$ cat src/rtl/nvk_pkg.sv
// Package: shared opcode and state encodings for the wiper save/restore sequencer.
// Assumes: opcodes arrive already decoded from the serial front end.
package nvk_pkg;

    typedef enum logic [1:0] {
        OP_NOP        = 2'b00,
        OP_RESTORE    = 2'b01,
        OP_SAVE_WIPER = 2'b10,
        OP_SAVE_WORD  = 2'b11
    } nvk_op_e;

    typedef enum logic [1:0] {
        ST_LOAD   = 2'b00,
        ST_IDLE   = 2'b01,
        ST_SAVE   = 2'b10,
        ST_PRESET = 2'b11
    } nvk_state_e;

endpackage

$ cat src/rtl/nvk_delay.sv
// Module: shared countdown timer for store programming and store read delays.
// Assumes: SAVE_CYCLES and LOAD_CYCLES are at least 1; only one start pulse per cycle.
// A start loads N-1, so done is seen in the N-th cycle after the start edge.
// Reset loads the read delay, which times the power-on restore.
module nvk_delay #(
    parameter int SAVE_CYCLES = 40,
    parameter int LOAD_CYCLES = 6
) (
    input  logic clk,
    input  logic rst_n,
    input  logic start_save,
    input  logic start_load,
    output logic done
);
    localparam int MAXC = (SAVE_CYCLES > LOAD_CYCLES) ? SAVE_CYCLES : LOAD_CYCLES;
    localparam int CW   = $clog2(MAXC + 1);
    localparam logic [CW-1:0] SAVE_INIT = CW'(SAVE_CYCLES - 1);
    localparam logic [CW-1:0] LOAD_INIT = CW'(LOAD_CYCLES - 1);

    logic [CW-1:0] cnt;

    // Purpose: load the chosen delay on a start, otherwise count down to zero.
    always_ff @(posedge clk) begin
        if (!rst_n) begin
            cnt <= LOAD_INIT;
        end else if (start_save) begin
            cnt <= SAVE_INIT;
        end else if (start_load) begin
            cnt <= LOAD_INIT;
        end else if (cnt != '0) begin
            cnt <= cnt - 1'b1;
        end
    end

    // Purpose: flag expiry of the running delay.
    always_comb done = (cnt == '0);

endmodule

$ cat src/rtl/nvk_cells.sv
// Module: modeled nonvolatile store, one register word per slot.
// Assumes: reset stands for first power-up of an erased part, so every slot holds midscale.
// A write whose index names no slot is discarded.
module nvk_cells #(
    parameter int WIPER_W = 10,
    parameter int SLOTS   = 4,
    parameter int ADDR_W  = 2
) (
    input  logic                     clk,
    input  logic                     rst_n,
    input  logic                     wr_en,
    input  logic [ADDR_W-1:0]        wr_idx,
    input  logic [WIPER_W-1:0]       wr_data,
    output logic [SLOTS*WIPER_W-1:0] cells_flat,
    output logic [WIPER_W-1:0]       slot0
);
    localparam logic [WIPER_W-1:0] MID = WIPER_W'(1) << (WIPER_W - 1);

    for (genvar i = 0; i < SLOTS; i++) begin : g_slot
        logic [WIPER_W-1:0] word_q;

        // Purpose: hold one stored word, factory value midscale, written on a matching index.
        always_ff @(posedge clk) begin
            if (!rst_n) begin
                word_q <= MID;
            end else if (wr_en && (wr_idx == ADDR_W'(i))) begin
                word_q <= wr_data;
            end
        end

        assign cells_flat[i*WIPER_W +: WIPER_W] = word_q;
    end

    // Purpose: expose the wiper preset slot for restores.
    always_comb slot0 = cells_flat[WIPER_W-1:0];

endmodule

$ cat src/rtl/nvk_seq.sv
// Module: control sequencer for power-on restore, restore, save, save-word and preset.
// Assumes: cmd_stb is a one-cycle pulse; preset_n and wp_n are synchronous to clk.
// Registered restore outputs; ready is high only in the idle state.
module nvk_seq
    import nvk_pkg::*;
#(
    parameter int WIPER_W = 10,
    parameter int ADDR_W  = 2
) (
    input  logic               clk,
    input  logic               rst_n,
    input  logic               cmd_stb,
    input  logic [1:0]         cmd_op,
    input  logic [ADDR_W-1:0]  cmd_addr,
    input  logic [WIPER_W-1:0] cmd_data,
    input  logic [WIPER_W-1:0] wiper_now,
    input  logic               wp_n,
    input  logic               preset_n,
    input  logic               timer_done,
    input  logic [WIPER_W-1:0] slot0,
    output logic               start_save,
    output logic               start_load,
    output logic               wr_en,
    output logic [ADDR_W-1:0]  wr_idx,
    output logic [WIPER_W-1:0] wr_data,
    output logic               ready,
    output logic               load_q,
    output logic [WIPER_W-1:0] val_q,
    output logic               err_q
);
    localparam logic [WIPER_W-1:0] MID = WIPER_W'(1) << (WIPER_W - 1);

    nvk_state_e         state, state_nxt;
    nvk_op_e            op;
    logic [ADDR_W-1:0]  pend_idx;
    logic [WIPER_W-1:0] pend_data;
    logic               take_save;
    logic               load_nxt;
    logic [WIPER_W-1:0] val_nxt;
    logic               drop;
    logic               armed;

    // Purpose: view the opcode as its enumerated meaning.
    always_comb op = nvk_op_e'(cmd_op);

    // Purpose: next state, timer starts, store write and next restore outputs.
    always_comb begin
        state_nxt  = state;
        start_save = 1'b0;
        start_load = 1'b0;
        wr_en      = 1'b0;
        take_save  = 1'b0;
        load_nxt   = 1'b0;
        val_nxt    = val_q;
        unique case (state)
            ST_LOAD: begin
                if (!preset_n) begin
                    state_nxt = ST_PRESET;
                    load_nxt  = 1'b1;
                    val_nxt   = MID;
                end else if (timer_done) begin
                    state_nxt = ST_IDLE;
                    load_nxt  = 1'b1;
                    val_nxt   = slot0;
                end
            end
            ST_IDLE: begin
                if (!preset_n) begin
                    state_nxt = ST_PRESET;
                    load_nxt  = 1'b1;
                    val_nxt   = MID;
                end else if (cmd_stb) begin
                    unique case (op)
                        OP_RESTORE: begin
                            state_nxt  = ST_LOAD;
                            start_load = 1'b1;
                        end
                        OP_SAVE_WIPER, OP_SAVE_WORD: begin
                            if (wp_n) begin
                                state_nxt  = ST_SAVE;
                                start_save = 1'b1;
                                take_save  = 1'b1;
                            end
                        end
                        default: ;
                    endcase
                end
            end
            ST_SAVE: begin
                if (timer_done) begin
                    wr_en = 1'b1;
                    if (preset_n) begin
                        state_nxt = ST_IDLE;
                    end else begin
                        state_nxt = ST_PRESET;
                        load_nxt  = 1'b1;
                        val_nxt   = MID;
                    end
                end
            end
            ST_PRESET: begin
                if (preset_n) begin
                    state_nxt  = ST_LOAD;
                    start_load = 1'b1;
                end else begin
                    load_nxt = 1'b1;
                    val_nxt  = MID;
                end
            end
            default: state_nxt = ST_IDLE;
        endcase
    end

    // Purpose: a strobe outside an idle, preset-free cycle is dropped.
    always_comb drop = cmd_stb && ((state != ST_IDLE) || !preset_n);

    // Purpose: state register and registered restore outputs.
    always_ff @(posedge clk) begin
        if (!rst_n) begin
            state  <= ST_LOAD;
            load_q <= 1'b0;
            val_q  <= MID;
        end else begin
            state  <= state_nxt;
            load_q <= load_nxt;
            val_q  <= val_nxt;
        end
    end

    // Purpose: capture the word and slot of an accepted save until programming ends.
    always_ff @(posedge clk) begin
        if (!rst_n) begin
            pend_idx  <= '0;
            pend_data <= '0;
        end else if (take_save) begin
            pend_idx  <= (op == OP_SAVE_WORD) ? cmd_addr : '0;
            pend_data <= (op == OP_SAVE_WORD) ? cmd_data : wiper_now;
        end
    end

    // Purpose: sticky record of dropped commands.
    always_ff @(posedge clk) begin
        if (!rst_n) begin
            err_q <= 1'b0;
        end else if (drop) begin
            err_q <= 1'b1;
        end
    end

    // Purpose: mark that one clock has passed since reset, for $past-based checks.
    always_ff @(posedge clk) begin
        if (!rst_n) armed <= 1'b0;
        else        armed <= 1'b1;
    end

    always_comb begin
        wr_idx  = pend_idx;
        wr_data = pend_data;
        ready   = (state == ST_IDLE);
    end

    // a low preset outside a save drives midscale in the following cycle.
    assert_preset_mid_R7: assert property (@(posedge clk) disable iff (!rst_n)
        armed && $past(!preset_n) && $past(state != ST_SAVE) |-> load_q && (val_q == MID) && !ready);

    // the drop flag never clears without reset.
    assert_err_sticky_R6: assert property (@(posedge clk) disable iff (!rst_n)
        err_q |=> err_q);

    // write protect keeps a save from starting.
    assert_wp_blocks_save_R8: assert property (@(posedge clk) disable iff (!rst_n)
        ready && cmd_stb && preset_n && !wp_n && cmd_op[1] |=> ready);

    // an accepted restore leaves idle.
    assert_restore_busy_R5: assert property (@(posedge clk) disable iff (!rst_n)
        ready && cmd_stb && preset_n && (cmd_op == 2'b01) |=> !ready && !load_q);

endmodule

$ cat src/rtl/nv_wiper_keeper.sv
// Module: top of the wiper save/restore sequencer.
// Wires the sequencer, the shared delay timer and the modeled store together.
// Assumes: all inputs synchronous to clk; SAVE_CYCLES, LOAD_CYCLES >= 1.
module nv_wiper_keeper #(
    parameter int WIPER_W     = 10,
    parameter int SLOTS       = 4,
    parameter int SAVE_CYCLES = 40,
    parameter int LOAD_CYCLES = 6,
    parameter int ADDR_W      = (SLOTS > 1) ? $clog2(SLOTS) : 1
) (
    input  logic                     clk,
    input  logic                     rst_n,
    input  logic                     cmd_stb,
    input  logic [1:0]               cmd_op,
    input  logic [ADDR_W-1:0]        cmd_addr,
    input  logic [WIPER_W-1:0]       cmd_data,
    input  logic [WIPER_W-1:0]       wiper_now,
    input  logic                     wp_n,
    input  logic                     preset_n,
    output logic                     rdy,
    output logic                     lock,
    output logic [WIPER_W-1:0]       restore_val,
    output logic                     restore_load,
    output logic [SLOTS*WIPER_W-1:0] store_flat,
    output logic                     drop_err
);
    logic               start_save, start_load, timer_done;
    logic               wr_en;
    logic [ADDR_W-1:0]  wr_idx;
    logic [WIPER_W-1:0] wr_data;
    logic [WIPER_W-1:0] slot0;
    logic               ready;
    logic               armed_top;

    nvk_delay #(
        .SAVE_CYCLES (SAVE_CYCLES),
        .LOAD_CYCLES (LOAD_CYCLES)
    ) u_delay (
        .clk        (clk),
        .rst_n      (rst_n),
        .start_save (start_save),
        .start_load (start_load),
        .done       (timer_done)
    );

    nvk_cells #(
        .WIPER_W (WIPER_W),
        .SLOTS   (SLOTS),
        .ADDR_W  (ADDR_W)
    ) u_cells (
        .clk        (clk),
        .rst_n      (rst_n),
        .wr_en      (wr_en),
        .wr_idx     (wr_idx),
        .wr_data    (wr_data),
        .cells_flat (store_flat),
        .slot0      (slot0)
    );

    nvk_seq #(
        .WIPER_W (WIPER_W),
        .ADDR_W  (ADDR_W)
    ) u_seq (
        .clk        (clk),
        .rst_n      (rst_n),
        .cmd_stb    (cmd_stb),
        .cmd_op     (cmd_op),
        .cmd_addr   (cmd_addr),
        .cmd_data   (cmd_data),
        .wiper_now  (wiper_now),
        .wp_n       (wp_n),
        .preset_n   (preset_n),
        .timer_done (timer_done),
        .slot0      (slot0),
        .start_save (start_save),
        .start_load (start_load),
        .wr_en      (wr_en),
        .wr_idx     (wr_idx),
        .wr_data    (wr_data),
        .ready      (ready),
        .load_q     (restore_load),
        .val_q      (restore_val),
        .err_q      (drop_err)
    );

    // Purpose: drive the handshake pins from the sequencer idle indication.
    always_comb begin
        rdy  = ready;
        lock = !ready;
    end

    // Purpose: one-cycle-after-reset marker for the store checks.
    always_ff @(posedge clk) begin
        if (!rst_n) armed_top <= 1'b0;
        else        armed_top <= 1'b1;
    end

    // the store only changes at the end of a locked save.
    assert_store_only_saved_R3: assert property (@(posedge clk) disable iff (!rst_n)
        armed_top && !$stable(store_flat) |-> $past(lock) && rdy == $past(preset_n));

    // a strobe while locked raises the drop flag.
    assert_busy_drop_R6: assert property (@(posedge clk) disable iff (!rst_n)
        lock && cmd_stb |=> drop_err);

    // a no-operation command keeps the block idle without a load.
    assert_nop_idle_R9: assert property (@(posedge clk) disable iff (!rst_n)
        rdy && cmd_stb && preset_n && (cmd_op == 2'b00) |=> rdy && !restore_load);

endmodule

$ cat config.mk
export PLATFORM = sky130hd
export DESIGN_NAME = nv_wiper_keeper
export DESIGN_NICKNAME = d
export VERILOG_FILES = /design/src/rtl/nvk_pkg.sv /design/src/rtl/nvk_delay.sv /design/src/rtl/nvk_cells.sv /design/src/rtl/nvk_seq.sv /design/src/rtl/nv_wiper_keeper.sv
export SDC_FILE = /design/constraint.sdc
export NUM_CORES = 1
export LEC_CHECK = 0
export ABC_CLOCK_PERIOD_IN_PS = 2200
export BUFFER_PORTS_ARGS = -buffer_cell sky130_fd_sc_hd__buf_2
export CAP_MARGIN = 20
export CORE_ASPECT_RATIO = 2
export CORE_UTILIZATION = 51
export DETAILED_ROUTE_END_ITERATION = 16
export PLACE_DENSITY = 0.78
export SYNTH_ARGS = -nofsm -noshare
export SYNTH_HDL_FRONTEND = slang
export SYNTH_SLANG_ARGS = --single-unit
$ cat constraint.sdc
create_clock -name clk -period 2.2 [get_ports clk]
set_clock_uncertainty 0.05 [all_clocks]
set_input_delay 0.44 -clock clk [delete_from_list [all_inputs] [get_ports clk]]
set_output_delay 0.44 -clock clk [all_outputs]
set_load 0.01 [all_outputs]
==> results.yml, run 1 <==
floorplan:
  die_y_um: 109.5
  core_area_sq_um: 5468
  initial_core_util_pct: 53.84
  io_pins: 83
  rows: 38
  die-width_um: 55.73
  die_area_sq_um: 6099
timing:
  tightest_slew_ps: 428.6
  min_period_ps: 2088
  setup_ws_ps: 111.7
  holdWs_ps: 348.0
  fin_setup_tns_ps: 0
  rsz0062_at_grt: "no"
  finalHoldViolCount: 0
  fmax_mhz: 478.9
  relSlewSlack_pct: 71.13
  slew_violations: 0
  setup_viol: 0
  finalCritPeriodShare_pct: 94.92
critical_path:
  cp_slowest_cell: "or4b_4"
  max_stage_delay_ps: 500
  end_kind: "register"
  cp-start-kind: "register"
  cp.required_ps: 2380
  crit_arrival_ps: 2270
  cp_top_family: "compound AO/OA/AOI/OAI gates"
  worstSetupPathType: "register to register"
  cp_max_fo: 10
  crit_buf_inv: 1
  cp_cell_sequence: "inv_1 -> ha_1 -> or4b_4 -> o31a_1 -> o221a_2 -> a22o_1"
power_and_ir_drop:
  clockPowerShare_pct: 37.5
  pwr-share-seq_pct: 53.0
  switching_share_pct: 24.17
  internal_power_w: 0.001973
  power_w: 0.002602
  power_frac_comb_pct: 9.5
  leakage_nw: 1.932
  power_density_nw_per_um2: 722.1
  power.switching_w: 0.0006290
  ir_drop_mv: 0.5589
yosys:
  synth_top_area_share_pct: 48.96
  synth_compound_gate_area_share_pct: 11.09
  syn_inst: 289
  synth_top_cells_by_area: "dfxtp_1 (49%), mux2i_1 (14%), nor2b_1 (8.1%), nand3_1 (3.9%), o211a_1 (3.4%)"
  synth_cell_type_count: 39
  ys_ff_latch: 72
  syn_area_per_cell_sq_um: 10.19
  synthAdderAreaFrac_pct: 0.4250
  synthSimpleGateAreaFrac_pct: 20.44
  synth_mux_area_share_pct: 13.98
  syn_nets: 319
  yosysSeqAreaShare_pct: 48.96
  synthXorXnorAreaFrac_pct: 1.190
  ys_warn_count: 0
  syn_area_sq_um: 2944
  yosysTopAreaCell: "dfxtp_1"
  synth_top_family_by_area: "simple AND/OR/NAND/NOR gates"
place:
  dp_hpwl_mm: 4.993
  dp.cells: 422
  globalplace.congestion: 0.8094
  pre_cts_ws_ps: 61.07
  portBuffers: 82
cts:
  tritoncts: "done"
  clk_pin_slew_worst_paths_ps: 70
  clk_path_buf_depth: 2
  numClockSinks: 72
  cts_setup_buffers: 0
  cts_root_buffer: "clkbuf_8"
  h-tree-depth: 3
  clk_latency_ps: 340
  cts_made_buffers: 9
layout:
  drive_above_1_share_pct: 29.89
  antennaDiodeCount: 0
  multi_input_area_sq_um: 1388
  num-fill-cells: 483
  final_nets: 403
  regArea_sq_um: 1441
  instances_no_fill: 438
  area_growth_pct: 22.40
status:
  status: "completed"
drt:
  vias: 2359
  ant_nets: 0
  routed_wl_mm: 6.804
  drt-pass1-iter-count: 4
  vias_per_cell: 5.386
  post-route-drc-count: 0
  drt_iter0_markers: 69
  wl_per_cell_um: 15.53
grt:
  grt_pass1_vias: 2245
  grt_pass1_wl_mm: 10.65
  grtUsageTotal_pct: 23.26
  gr-total-overflow: 0
  antenna_found_initial: 0
  grt_max_degree: 26
job:
  drv_cap: 0
worst_hold_path:
  hold_path_class: "input pin to register"
## area by class of cell
| type | count | share of cell area (%) |
|---|---|---|
| Clock buffer | 12 | 3.750 |
| Clock inverter | 4 | 1.250 |
| Inverter | 7 | 0.7292 |
| Multi-Input combinational cell | 190 | 38.51 |
| Sequential cell | 72 | 40.00 |
| Tap cell | 60 | 2.083 |
| Timing Repair Buffer | 93 | 13.68 |
## layout by cell type (no fill, tap or decap), types with 9 or more instances in the layout
cell type	Yosys	routed
o211a_1	10	10
buf_4	0	11
nor2b_1	38	38
buf_2	5	82
nand2_1	21	21
dfxtp_1	72	72
nand3_1	23	23
a22o_1	9	9
clkbuf_8	0	9
mux2i_1	40	40
## through the flow
stage,util [%],area [sq um]
floorplan,-,2944
global placement,62.61,3423
detailed placement,62.61,3423
CTS,65.90,3603
global route,65.90,3603
finish,65.90,3603
## logic make-up after synthesis
family / count (synthesis)
AND/OR/NAND/NOR: 102
flip-flops: 72
AO/OA/AOI/OAI: 42
multiplexers: 41
buffers and inverters: 27
XOR/XNOR: 4
adder cells (fa/ha/maj): 1
## worst paths after layout
kind	startpoint	end	slack (ps)	cells past startpoint
max reg2reg	u_delay.cnt[0]	u_seq.val_q[1]	110	6
min	cmd_stb	u_seq.err_q	350	3
max	u_delay.cnt[0]	u_seq.val_q[1]	110	6
min reg2reg	u_seq.val_q[3]	u_seq.val_q[3]	420	1
## repair_timing
action	in CTS	in global routing
gates resized for setup	0	1
hold buffers	0	0
setup endpoints to repair	0	9
## power groups by stage
stage                     Clock, W  Sequential (W)  Combinational [W]
after global routing       0.00105         0.00138           0.000278
after floorplan                  0         0.00139           0.000186
after global placement           0         0.00141           0.000241
after CTS                 0.000994         0.00138           0.000247
after detailed placement         0         0.00141           0.000245
final                     0.000977         0.00138           0.000247
## worst reg2reg max path, stage by stage, from the launching register on
cell and delay (ps):
dfxtp_1 320, inv_1 80, ha_1 220, or4b_4 500
o31a_1 270, o221a_2 340, a22o_1 200
## synthesized netlist by cell type
| library cell | count |
|---|---|
| a31oi_1 | 1 |
| o221a_1 | 1 |
| mux2_2 | 1 |
| or4b_4 | 1 |
| nor3b_1 | 2 |
| nor4b_1 | 1 |
| o22ai_1 | 1 |
| nor4bb_1 | 1 |
| o211a_1 | 10 |
| nor2b_1 | 38 |
| buf_1 | 1 |
| a22oi_2 | 1 |
| mux2i_1 | 40 |
| buf_6 | 1 |
| nor2_4 | 1 |
| xnor2_1 | 4 |
| a22o_1 | 9 |
| nand2_1 | 21 |
| nor4_1 | 1 |
| and2_1 | 1 |
| ha_1 | 1 |
| inv_1 | 7 |
| nor4b_2 | 1 |
| dfxtp_1 | 72 |
| nor3_1 | 1 |
| clkbuf_1 | 13 |
| buf_2 | 5 |
| o21bai_1 | 1 |
| nand3b_1 | 3 |
| nand2b_1 | 2 |
| o31ai_1 | 1 |
| nor2_1 | 2 |
| nand4_1 | 2 |
| nor4b_4 | 1 |
| o21ai_0 | 6 |
| o31a_1 | 1 |
| a21boi_0 | 3 |
| nand3_1 | 23 |
| a21oi_1 | 7 |
## state kept, by name, summed over array words and instances, names as in the netlist
signal / count
u_seq.err_q: 1
u_cells.g_slot.word_q: 30
u_seq.wr_data: 10
u_delay.cnt: 6
u_seq.load_q: 1
u_seq.state: 2
u_cells.slot0: 10
u_seq.val_q: 10
u_seq.wr_idx: 2
## layer usage
layer	part of all wire [%]	global-route usage (%)	vias up
li1	-	-	1176
met1	39	24.70	1125
met2	56	42.34	49
met3	3.1	5.647	9
met4	1.6	11.61	0
met5	0	0	-
(Power assumes the default switching activity.)
==> inputs of run 2 (changes only) <==
CORE_ASPECT_RATIO = not set   (was 2)
==> run 2 against run 1 <==
  * Fmax down 0.12%
  * Via count up 0.38%
  * Wire length down 3.5%
  * Combinational power about the same
  * Final cell count up 2.7%
  * Clock-buffer cell count unchanged
  * Critical path depth unchanged
  * Global-route usage down 0.41 points
  * Setup slack worse by 2.5 ps
  * Critical endpoint is now u_seq.val_q[5]
  * Largest cell class unchanged
  * Highest routed layer unchanged
==> results.yml, run 2 (synthesis gave the netlist of run 1 again) <==
status:
  status: "completed"
timing:
  tightest_slew_ps: 475.6
  finalCritPeriodShare_pct: 95.03
  min_period_ps: 2091
  relSlewSlack_pct: 67.96
  rsz0062_at_grt: "no"
  fin_setup_tns_ps: 0
  finalHoldViolCount: 0
  fmax_mhz: 478.3
  setup_ws_ps: 109.2
  setup_viol: 0
  slew_violations: 0
floorplan:
  io_pins: 83
  rows: 27
  core_area_sq_um: 5540
  die_y_um: 77.98
  initial_core_util_pct: 53.14
  die_area_sq_um: 6081
  die-width_um: 77.98
layout:
  layout_commonest_cell: "buf_2"
  drive_above_1_share_pct: 30.42
  final_cell_mix: "buf_2 (82), dfxtp_1 (72), mux2i_1 (40)"
  largest_reg_flops: 30
  antennaDiodeCount: 0
  multi_input_area_sq_um: 1388
  area_growth_pct: 23.03
  final_nets: 403
  num-fill-cells: 458
  regArea_sq_um: 1441
  top_register: "u_cells.g_slot.word_q"
critical_path:
  cp.required_ps: 2390
  reg2reg_from: "u_delay.cnt[0]"
  crit_arrival_ps: 2280
  cp-startpoint: "u_delay.cnt[0]"
  worstSetupPathType: "register to register"
  cp-start-kind: "register"
  end_kind: "register"
  cp_max_fo: 10
place:
  pre_cts_ws_ps: 81.94
  globalplace.congestion: 0.8670
  portBuffers: 82
  dp_hpwl_mm: 4.596
cts:
  h-tree-depth: 3
  clk_latency_ps: 350
  tritoncts: "done"
  cts_made_buffers: 9
  numClockSinks: 72
  cts_setup_buffers: 0
  clk_pin_slew_worst_paths_ps: 70
  cts_root_buffer: "clkbuf_8"
  clk_path_buf_depth: 2
  cts-hold-fix-buffers: 0
grt:
  grt_max_degree: 35
  grt_pass1_vias: 2173
  gr-total-overflow: 0
  grt_pass1_wl_mm: 10.49
  grtUsageTotal_pct: 22.85
  antenna_found_initial: 0
worst_hold_path:
  hold_path_class: "input pin to register"
  min_from: "cmd_addr[1]"
job:
  drv_cap: 0
power_and_ir_drop:
  ir_drop_mv: 0.3772
  power_density_nw_per_um2: 712.3
  leakage_nw: 1.926
drt:
  top_layer: "met4"
  drt_iter0_markers: 107
  ant_nets: 0
  route.met2.wl_mm: 2.978
  wl_met1_mm: 3.044
  wl_per_cell_um: 14.60
  vias_per_cell: 5.262
  vias: 2368
  post-route-drc-count: 0
  drt-pass1-iter-count: 4
  routed_wl_mm: 6.569
  met3WireLength_um: 459
## run 2: cell types whose count changed in the layout (fill, tap and decap cells not counted)
cell / delta
clkbuf_1: -2
clkbuf_8: +2
clkinv_2: -2
clkinvlp_4: +2
bufinv_16: -1
clkinv_4: +1
## run 2: power by group
| part | internal (W) | total (W) | switching, W |
|---|---|---|---|
| logic | 0.000121 | 0.000245 | 0.000125 |
| registers | 0.00133 | 0.00138 | 0.0000463 |
| clock network | 0.000471 | 0.000955 | 0.000484 |
## run 2: timing repair
item | CTS | global route
setup endpoints to repair | 0 | 9
endpoints found under the hold margin | 0 | 0
gates resized for setup | 0 | 1
## run 2: critical path: stages (launching register included)
cell and delay (ps):
dfxtp_1 310, inv_1 90, ha_1 220, or4b_4 500, o31a_1 270, o221a_2 340, a22o_1 200
## run 2: layout make-up
class,instances,share of cell area [%]
Clock buffer,12,4.283
Clock inverter,4,0.7945
Inverter,7,0.7254
Multi-Input combinational cell,190,38.31
Sequential cell,72,39.79
Tap cell,72,2.487
Timing Repair Buffer,93,13.61
## run 2: worst paths after layout
check                     to  slack [ps]  cells after the start
max           u_seq.val_q[5]         110                      6
min          u_seq.wr_idx[1]         340                      3
max reg2reg   u_seq.val_q[5]         110                      6
min reg2reg   u_seq.val_q[9]         410                      2
## run 2: metal layers
layer  GRT usage (%)  vias up
li1                -     1178
met1           30.16     1094
met2           35.75       87
met3           4.118        9
met4           11.67        0
met5               0        -
## run 2: metrics by stage
| stage | total power (W) | area (sq um) | util [%] | hold WS [ps] | cells |
|---|---|---|---|---|---|
| finish | 0.002580 | 3622 | 65.38 | 341.0 | 450 |
| global route | 0.002687 | 3622 | 65.38 | 354.9 | 450 |
| CTS | 0.002593 | 3622 | 65.38 | 333.4 | 450 |
| detailed placement | 0.001651 | 3438 | 62.06 | 400.0 | 434 |
| global placement | 0.001646 | 3438 | 62.06 | 402.6 | 434 |
| floorplan | 0.001572 | 2944 | - | 414.1 | 289 |
==> inputs of run 3 (changes only) <==
BUFFER_PORTS_ARGS = not set   (was -buffer_cell sky130_fd_sc_hd__buf_2)
DONT_BUFFER_PORTS = 1   (was not set)
PLACE_DENSITY = 0.66   (was 0.78)
==> run 3 against run 2 <==
  * Non-clock buffer count fell by 85
  * Power rose by 6.0%
  * Register-to-register slack barely moved
  * Sequential share of layout area rose by 4.8 points
  * Via count fell by 15%
  * Wire length fell by 6.8%
  * Critical path depth did not move
  * Global-route usage fell by 1.5 points
  * Critical path type unchanged
  * Largest power group unchanged
==> results.yml, run 3 (synthesis gave the netlist of run 1 again) <==
timing:
  finalHoldViolCount: 0
  setup_ws_ps: 103.4
  tightest_slew_ps: 402.0
  rsz0062_at_grt: "no"
  min_period_ps: 2097
  finalCritPeriodShare_pct: 95.30
  slew_violations: 0
  relSlewSlack_pct: 73.16
  fin_setup_tns_ps: 0
  fmax_mhz: 477.0
  setup_viol: 0
cts:
  clk_latency_ps: 340
  clk_pin_slew_worst_paths_ps: 70
  h-tree-depth: 3
  tritoncts: "done"
  cts_root_buffer: "clkbuf_8"
  cts_made_buffers: 9
  numClockSinks: 72
  clk_path_buf_depth: 2
layout:
  area_growth_pct: 9.902
  finalCoreUtilization_pct: 58.40
  top_register: "u_cells.g_slot.word_q"
  layout_commonest_cell: "dfxtp_1"
  antennaDiodeCount: 0
  final_nets: 318
  instances_no_fill: 365
  final_cell_mix: "dfxtp_1 (72), mux2i_1 (40), nor2b_1 (38)"
  largest_reg_flops: 30
  drive_above_1_share_pct: 10.58
  num-fill-cells: 507
drt:
  drt_iter0_markers: 83
  wl_per_cell_um: 16.78
  drt-pass1-iter-count: 4
  vias_per_cell: 5.512
  vias: 2012
  ant_nets: 0
  routed_wl_mm: 6.124
  post-route-drc-count: 0
floorplan:
  initial_core_util_pct: 53.14
  die_area_sq_um: 6081
  rows: 27
  core_area_sq_um: 5540
  io_pins: 83
  die-width_um: 77.98
  die_y_um: 77.98
place:
  pre_cts_ws_ps: 63.21
  portBuffers: 0
  dp.cells: 349
  globalplace.congestion: 0.7393
  dp_hpwl_mm: 4.188
grt:
  gr-total-overflow: 0
  grt_pass1_wl_mm: 9.694
  grt_pass1_vias: 1936
  grtUsageTotal_pct: 21.38
  grt_max_degree: 61
  antenna_found_initial: 0
critical_path:
  cp-start-kind: "register"
  crit_arrival_ps: 2280
  worstSetupPathType: "register to register"
  end_kind: "register"
  max_stage_delay_ps: 510
  cp_slowest_cell: "or4b_4"
  cp_cell_sequence: "inv_1 -> ha_1 -> or4b_4 -> o31a_1 -> o221a_2 -> a22o_1"
  cp_max_fo: 10
  cp.required_ps: 2380
status:
  status: "completed"
power_and_ir_drop:
  leakage_nw: 1.551
  power_density_nw_per_um2: 845.4
  ir_drop_mv: 0.5386
  power_w: 0.002735
worst_hold_path:
  hold_path_class: "input pin to register"
job:
  drv_cap: 0
## run 3: metal layers
metal | global-route usage (%) | wire, um | part of all wire (%)
met1 | 25.29 | 2724 | 44
met2 | 34.07 | 2817 | 46
met3 | 10.82 | 526 | 8.6
met4 | 5.926 | 56 | 0.91
met5 | 0 | 0 | 0
## run 3: critical path, delay by kind of cell (launching register included)
family	cells	cell delay (ps)
buf+inv	1	80
fa+ha+maj	1	220
simple gates	1	510
flops	1	310
compound gates	3	820
## run 3: path summary, 6_finish.rpt
check	start	to	slack (ps)	cells after the start
worst max register to register	u_delay.cnt[0]	u_seq.val_q[8]	100	6
worst min-delay path	rst_n	u_cells.slot0[9]	120	1
worst min register to register	u_seq.wr_idx[1]	u_seq.wr_idx[1]	450	2
worst max-delay path	u_delay.cnt[0]	u_seq.val_q[8]	100	6
## run 3: power by group
group / internal, W / leakage [nW] / switching, W / total, W
clock network: 0.000698 / 0.119 / 0.000473 / 0.00117
registers: 0.00133 / 0.582 / 0.0000471 / 0.00138
logic: 0.0000956 / 0.850 / 0.0000878 / 0.000183
## run 3: layout make-up
cell class	count	area, sq um	area share, %
repair buffers	8	60.06	1.856
inverters	7	26.28	0.8121
well taps	72	90.09	2.784
flip-flops and latches	72	1441	44.55
multi-input cells	190	1388	42.88
clock inverters	5	78.83	2.436
clock buffers	11	151.4	4.679
## run 3: metrics by stage
step                hold slack [ps]  instance area, sq um
finish                        123.7                  3236
global route                  110.7                  3236
floorplan                     414.1                  2944
detailed placement            441.8                  3005
CTS                           105.2                  3236
global placement              435.2                  3005
## run 3: timing repair
item / CTS / global route
endpoints found under the setup margin: 0 / 9
hold buffers: 0 / 0
setup buffers: 0 / 0
resized for setup: 0 / 1
